[config.mk]
export PLATFORM = sky130hd
export DESIGN_NAME = cp_wake_timer
export DESIGN_NICKNAME = d
export VERILOG_FILES = /design/src/rtl/cpwt_pkg.sv /design/src/rtl/cpwt_rst_sync.sv /design/src/rtl/cpwt_period_bank.sv /design/src/rtl/cpwt_sel_reg.sv /design/src/rtl/cpwt_countdown.sv /design/src/rtl/cpwt_fsm.sv /design/src/rtl/cp_wake_timer.sv
export SDC_FILE = /design/constraint.sdc
export NUM_CORES = 1
export LEC_CHECK = 0
export BUFFER_PORTS_ARGS = -buffer_cell sky130_fd_sc_hd__buf_4
export CAP_MARGIN = 40
export CORE_UTILIZATION = 50
export CTS_BUF_LIST = sky130_fd_sc_hd__clkbuf_8
export DETAILED_ROUTE_END_ITERATION = 8
export GPL_ROUTABILITY_DRIVEN = 1
export HOLD_SLACK_MARGIN = 0.05
export PLACE_DENSITY = 0.78
export SYNTH_ARGS = -nofsm -noshare
export SYNTH_HDL_FRONTEND = slang
export SYNTH_SLANG_ARGS = --single-unit
[constraint.sdc]
create_clock -name clk -period 13.9 [get_ports clk]
set_input_delay 0.695 -clock clk [delete_from_list [all_inputs] [get_ports clk]]
set_output_delay 0.695 -clock clk [all_outputs]
set_load 0.05 [all_outputs]
[src/rtl/cpwt_pkg.sv]
package cpwt_pkg;
  typedef enum logic [1:0] {
    ST_OFF   = 2'd0,
    ST_COUNT = 2'd1,
    ST_RUN   = 2'd2
  } cpwt_state_e;
endpackage

[src/rtl/cpwt_rst_sync.sv]
module cpwt_rst_sync #(
  parameter int STAGES = 2
) (
  input  logic clk,
  input  logic rst_n,
  output logic rst_n_sync
);
  logic [STAGES-1:0] sync_q;

  always_ff @(posedge clk or negedge rst_n) begin
    if (!rst_n) sync_q <= '0;
    else        sync_q <= {sync_q[STAGES-2:0], 1'b1};
  end

  assign rst_n_sync = sync_q[STAGES-1];
endmodule

[src/rtl/cpwt_period_bank.sv]
module cpwt_period_bank #(
  parameter int          NUM     = 5,
  parameter int          W       = 32,
  parameter int          SEL_W   = 3,
  parameter logic [31:0] RST_VAL = 32'd100
) (
  input  logic             clk,
  input  logic             rst_n,
  input  logic             wr_en,
  input  logic [SEL_W-1:0] wr_idx,
  input  logic [W-1:0]     wr_data,
  input  logic [SEL_W-1:0] rd_idx,
  output logic [W-1:0]     rd_data
);
  logic [W-1:0] per_q [NUM];

  for (genvar g = 0; g < NUM; g++) begin : g_per
    logic         hit;
    logic [W-1:0] q;

    assign hit = wr_en && (wr_idx == SEL_W'(g));

    always_ff @(posedge clk or negedge rst_n) begin
      if (!rst_n)   q <= W'(RST_VAL);
      else if (hit) q <= wr_data;
    end

    assign per_q[g] = q;
  end

  always_comb begin
    rd_data = '0;
    for (int i = 0; i < NUM; i++) begin
      if (rd_idx == SEL_W'(i)) rd_data = per_q[i];
    end
  end
endmodule

[src/rtl/cpwt_sel_reg.sv]
module cpwt_sel_reg #(
  parameter int NUM   = 5,
  parameter int SEL_W = 3
) (
  input  logic             clk,
  input  logic             rst_n,
  input  logic             sleep_vld,
  input  logic [SEL_W-1:0] sleep_sel,
  output logic [SEL_W-1:0] sel_nxt
);
  localparam logic [SEL_W-1:0] LAST = SEL_W'(NUM - 1);

  logic [SEL_W-1:0] sel_q;
  logic [SEL_W-1:0] req_clamped;

  always_comb begin
    req_clamped = (sleep_sel > LAST) ? LAST : sleep_sel;
    sel_nxt     = sleep_vld ? req_clamped : sel_q;
  end

  always_ff @(posedge clk or negedge rst_n) begin
    if (!rst_n) sel_q <= '0;
    else        sel_q <= sel_nxt;
  end
endmodule

[src/rtl/cpwt_countdown.sv]
module cpwt_countdown #(
  parameter int W = 32
) (
  input  logic         clk,
  input  logic         rst_n,
  input  logic         load,
  input  logic [W-1:0] load_val,
  input  logic         dec,
  output logic         cnt_zero
);
  logic [W-1:0] cnt_q;
  logic [W-1:0] cnt_d;
  logic         cnt_en;

  always_comb begin
    cnt_en = load || dec;
    cnt_d  = load ? load_val : (cnt_q - W'(1));
  end

  always_ff @(posedge clk or negedge rst_n) begin
    if (!rst_n)      cnt_q <= '0;
    else if (cnt_en) cnt_q <= cnt_d;
  end

  assign cnt_zero = (cnt_q == '0);
endmodule

[src/rtl/cpwt_fsm.sv]
module cpwt_fsm
  import cpwt_pkg::*;
(
  input  logic        clk,
  input  logic        rst_n,
  input  logic        timer_en,
  input  logic        tick,
  input  logic        cnt_zero,
  input  logic        halt,
  output cpwt_state_e state_q,
  output logic        load,
  output logic        dec,
  output logic        expire
);
  cpwt_state_e state_d;

  always_comb begin
    state_d = state_q;
    load    = 1'b0;
    dec     = 1'b0;
    expire  = 1'b0;
    unique case (state_q)
      ST_OFF: begin
        if (timer_en) begin
          state_d = ST_COUNT;
          load    = 1'b1;
        end
      end
      ST_COUNT: begin
        if (!timer_en) begin
          state_d = ST_OFF;
        end else if (tick) begin
          if (cnt_zero) begin
            state_d = ST_RUN;
            expire  = 1'b1;
          end else begin
            dec = 1'b1;
          end
        end
      end
      ST_RUN: begin
        if (halt) begin
          if (timer_en) begin
            state_d = ST_COUNT;
            load    = 1'b1;
          end else begin
            state_d = ST_OFF;
          end
        end
      end
      default: state_d = ST_OFF;
    endcase
  end

  always_ff @(posedge clk or negedge rst_n) begin
    if (!rst_n) state_q <= ST_OFF;
    else        state_q <= state_d;
  end
endmodule

[src/rtl/cp_wake_timer.sv]
module cp_wake_timer
  import cpwt_pkg::*;
#(
  parameter int          NUM_PER    = 5,
  parameter int          PER_W      = 32,
  parameter int          SEL_W      = 3,
  parameter int          PC_W       = 11,
  parameter logic [31:0] RST_PERIOD = 32'd100
) (
  input  logic             clk,
  input  logic             rst_n,
  input  logic             tick_en,
  input  logic             timer_en,
  input  logic             period_wr_en,
  input  logic [SEL_W-1:0] period_wr_idx,
  input  logic [PER_W-1:0] period_wr_data,
  input  logic [PC_W-1:0]  pc_init_i,
  input  logic             sleep_vld,
  input  logic [SEL_W-1:0] sleep_sel,
  input  logic             halt_i,
  output logic             start_o,
  output logic             run_o,
  output logic [PC_W-1:0]  pc_o
);
  logic             rst_n_int;
  logic [SEL_W-1:0] sel_nxt;
  logic [PER_W-1:0] per_val;
  logic             cnt_zero;
  logic             load;
  logic             dec;
  logic             expire;
  cpwt_state_e      state_q;
  logic             start_q;
  logic [PC_W-1:0]  pc_q;

  cpwt_rst_sync #(.STAGES(2)) u_rst (
    .clk        (clk),
    .rst_n      (rst_n),
    .rst_n_sync (rst_n_int)
  );

  cpwt_sel_reg #(.NUM(NUM_PER), .SEL_W(SEL_W)) u_sel (
    .clk       (clk),
    .rst_n     (rst_n_int),
    .sleep_vld (sleep_vld),
    .sleep_sel (sleep_sel),
    .sel_nxt   (sel_nxt)
  );

  cpwt_period_bank #(
    .NUM(NUM_PER), .W(PER_W), .SEL_W(SEL_W), .RST_VAL(RST_PERIOD)
  ) u_bank (
    .clk     (clk),
    .rst_n   (rst_n_int),
    .wr_en   (period_wr_en),
    .wr_idx  (period_wr_idx),
    .wr_data (period_wr_data),
    .rd_idx  (sel_nxt),
    .rd_data (per_val)
  );

  cpwt_countdown #(.W(PER_W)) u_cnt (
    .clk      (clk),
    .rst_n    (rst_n_int),
    .load     (load),
    .load_val (per_val),
    .dec      (dec),
    .cnt_zero (cnt_zero)
  );

  cpwt_fsm u_fsm (
    .clk      (clk),
    .rst_n    (rst_n_int),
    .timer_en (timer_en),
    .tick     (tick_en),
    .cnt_zero (cnt_zero),
    .halt     (halt_i),
    .state_q  (state_q),
    .load     (load),
    .dec      (dec),
    .expire   (expire)
  );

  always_ff @(posedge clk or negedge rst_n_int) begin
    if (!rst_n_int) start_q <= 1'b0;
    else            start_q <= expire;
  end

  always_ff @(posedge clk or negedge rst_n_int) begin
    if (!rst_n_int)  pc_q <= '0;
    else if (expire) pc_q <= pc_init_i;
  end

  assign start_o = start_q;
  assign run_o   = (state_q == ST_RUN);
  assign pc_o    = pc_q;
endmodule

==> results.cfg <==
[synthesis]
yosysSeqAreaShare = 0.5478
yosys_warnings = 0
synth_commonest_cells = dfrtp_1 (196), mux2_2 (170), clkbuf_1 (42), nor2_1 (39), a221oi_1 (33)
synth_seq_cells = 211
synth-async-reset-ratio = 1.000
synth_edf_count = 0
syn_nets = 823
synth_top_area_share = 0.5070
synthesis.instances = 765
syn_avg_cell_area_um2 = 12.64
synth_most_common_cell = dfrtp_1
yosys-top-cells-area = dfrtp_1 (51%), mux2_2 (20%), dfstp_2 (4.1%), a221oi_1 (3.0%), xnor2_1 (2.1%)
synth-main-ff-cell = dfrtp_1
netlist_area_um2 = 9673
yosys.area.top_type = dfrtp_1
synth_cell_types = 64

[setup_path]
arrival_ns = 3.14
cp_max_fo = 22
slowest_delay_ns = 0.59
path_buf_inv = 0
cp_top_family = simple AND/OR/NAND/NOR gates
worst_setup_path_end_kind = register
worstPathRequired_ns = 14.29
cp_cell_sequence = or4_4, nor4_4, and4bb_2, and2_4, mux2_2
crit_type = reg2reg
slowest_stage = and4bb_2
crit_path_start_kind = register

[timing]
finalCritPeriodShare = 0.1977
rsz0062_at_grt = false
drv_slew = 0
min_period_ns = 2.749
timing.hold.ws_ns = 0.2785
clock_skew_ns = 0.03367
setup_viol = 0
hold_viol_final = 0
fin_tns_setup_ns = 0
slew_headroom = 0.4213
worst_slew_pin_slew_ns = 0.8660
clock.fmax_mhz = 363.8

[drt]
ant_nets = 0
routedWlPerCell_um = 19.62
num_vias = 6744
vias_per_cell = 5.989
drc = 0
first_pass_iters = 5
drt-total-wl_mm = 22.09
drt_iter0_markers = 461

[outcome]
status = finished, final reports clean

[placed_design]
portBuffers = 68
dp_hpwl_mm = 13.50
dpl_cell_area_um2 = 10560
globalplace.congestion = 0.8367

[global_routing]
grt_pass1_vias = 6885
antenna_found_initial = 0
grt_max_degree = 65
grtUsageTotal = 0.2326
grt_pass1_wl_mm = 36.42
overflow = 0

[final_layout]
seqCellArea_um2 = 5303
area_delta_synth_final_pct = 16.78
fin_area_um2 = 11300
fillers = 1502
drive_above_1_share = 0.3938
nNetsFinal = 897
multi_input_area_um2 = 4197
diodes = 0

[cts]
numCtsBuffers = 36
clk_latency_ns = 0.53
clock_path_buffers = 3
clock-root-buffer = clkbuf_8
post_cts_buffers = 0
cts.sinks = 211
cts_tree = built
path_clk_slew_ns = 0.06
cts_max_level = 2

[die]
pin_count = 69
die-area_um2 = 19910
initial_core_util = 0.5137
core.rowCount = 50
die_y_um = 141.1
die_w_um = 141.1
core_um2 = 18830

[hold_path]
hp-class = reg2async

[power_and_ir_drop]
p_per_area_nw_per_um2 = 148.6
p_int_mw = 1.211
p_switching_uw = 467.6
seq_power_share = 0.504
ir_drop_uv = 110.5
power_leakage_nw = 4.733
finalPower_mw = 1.679
netSwitchingFraction = 0.2786
p_comb_frac = 0.172
p_clk_frac = 0.323

[job]
cap_violations = 0
logic make-up after synthesis:
group / after synthesis / share of synthesized area
fa+ha+maj: 2 / 0.002587
flops: 211 / 0.5478
other cells: 1 / 0.0003877
compound gates: 157 / 0.1191
xor+xnor: 23 / 0.02082
buf+inv: 56 / 0.02393
mux: 176 / 0.2044
simple gates: 139 / 0.08097
power by group through the flow:
stage / clock [mW] / combinational, mW / sequential [mW]
6_report: 0.543 / 0.290 / 0.846
5_1_grt: 0.586 / 0.318 / 0.863
4_1_cts: 0.555 / 0.291 / 0.844
3_5_place_dp: 0 / 0.289 / 0.852
3_3_place_gp: 0 / 0.271 / 0.850
2_1_floorplan: 0 / 0.213 / 0.833
through the flow:
step                      utilization  setup WS (ns)  std cells
after floorplan                     -          7.611        765
after global placement         0.5542          11.02       1054
after detailed placement       0.5609          10.98       1060
after CTS                      0.5999          11.18       1126
after global routing           0.5999          11.01       1126
final                          0.5999          11.15       1126
state kept, by name (all words and copies together), names as in the netlist:
register and count:
u_bank.g_per.q 160, u_cnt.cnt_q 32, pc_o 11, u_sel.sel_q 3
u_fsm.state_q 2, u_rst.sync_q 2, start_o 1
repair_timing:
action,in CTS,in global routing
gates resized for setup,0,0
endpoints found under the hold margin,2,0
hold buffers,1,0
area by class of cell:
cell class / instances / area share
Tap cell: 260 / 0.02880
Clock buffer: 46 / 0.05605
Inverter: 7 / 0.002326
Multi-Input combinational cell: 498 / 0.3715
Clock inverter: 19 / 0.007975
Timing Repair Buffer: 85 / 0.06391
Sequential cell: 211 / 0.4694
per-layer routing:
layer / share of wire / wire length [µm] / track usage / vias up
li1: - / - / - / 3042
met1: 0.44 / 9822 / 0.3155 / 3464
met2: 0.49 / 10760 / 0.3765 / 199
met3: 0.046 / 1020 / 0.03804 / 39
met4: 0.022 / 487 / 0.08867 / 0
met5: 0 / 0 / 0 / -
cells in the final DEF (no fill, tap or decap), drive strengths merged, types with 3 or more instances in the layout:
master | synthesis | routed
dfrtp | 196 | 196
mux2 | 172 | 172
buf | 7 | 84
clkbuf | 42 | 46
nor2 | 39 | 39
a221oi | 33 | 33
a21oi | 29 | 29
inv | 7 | 24
nor3 | 24 | 24
xnor2 | 23 | 23
a22oi | 18 | 18
a211oi | 17 | 17
nand2 | 16 | 16
nor4 | 16 | 16
dfstp | 15 | 15
o21ai | 14 | 14
or3 | 8 | 8
o22ai | 8 | 8
a2bb2oi | 6 | 6
nand3 | 5 | 5
nor2b | 4 | 4
nand2b | 4 | 4
a221o | 4 | 4
mux2i | 4 | 4
nor3b | 4 | 4
or2 | 4 | 4
o211ai | 4 | 4
nand3b | 3 | 3
a222oi | 3 | 3
a31oi | 3 | 3
or4 | 3 | 3
path summary, 6_finish.rpt:
kind | start | endpoint | slack (ns) | cells after the start
hold reg to reg | u_rst.sync_q[1] | u_bank.g_per[3].q[22] | 0.28 | 0
max in group asynchronous | u_rst.sync_q[1] | u_sel.sel_q[0] | 11.42 | 3
hold / removal | u_rst.sync_q[1] | u_bank.g_per[3].q[22] | 0.28 | 0
min in group clk | u_rst.sync_q[0] | u_rst.sync_q[1] | 0.35 | 0
setup / recovery | u_cnt.cnt_q[10] | pc_o[6] | 11.15 | 5
setup reg to reg | u_cnt.cnt_q[10] | pc_o[6] | 11.15 | 5
(Power assumes the default switching activity.)
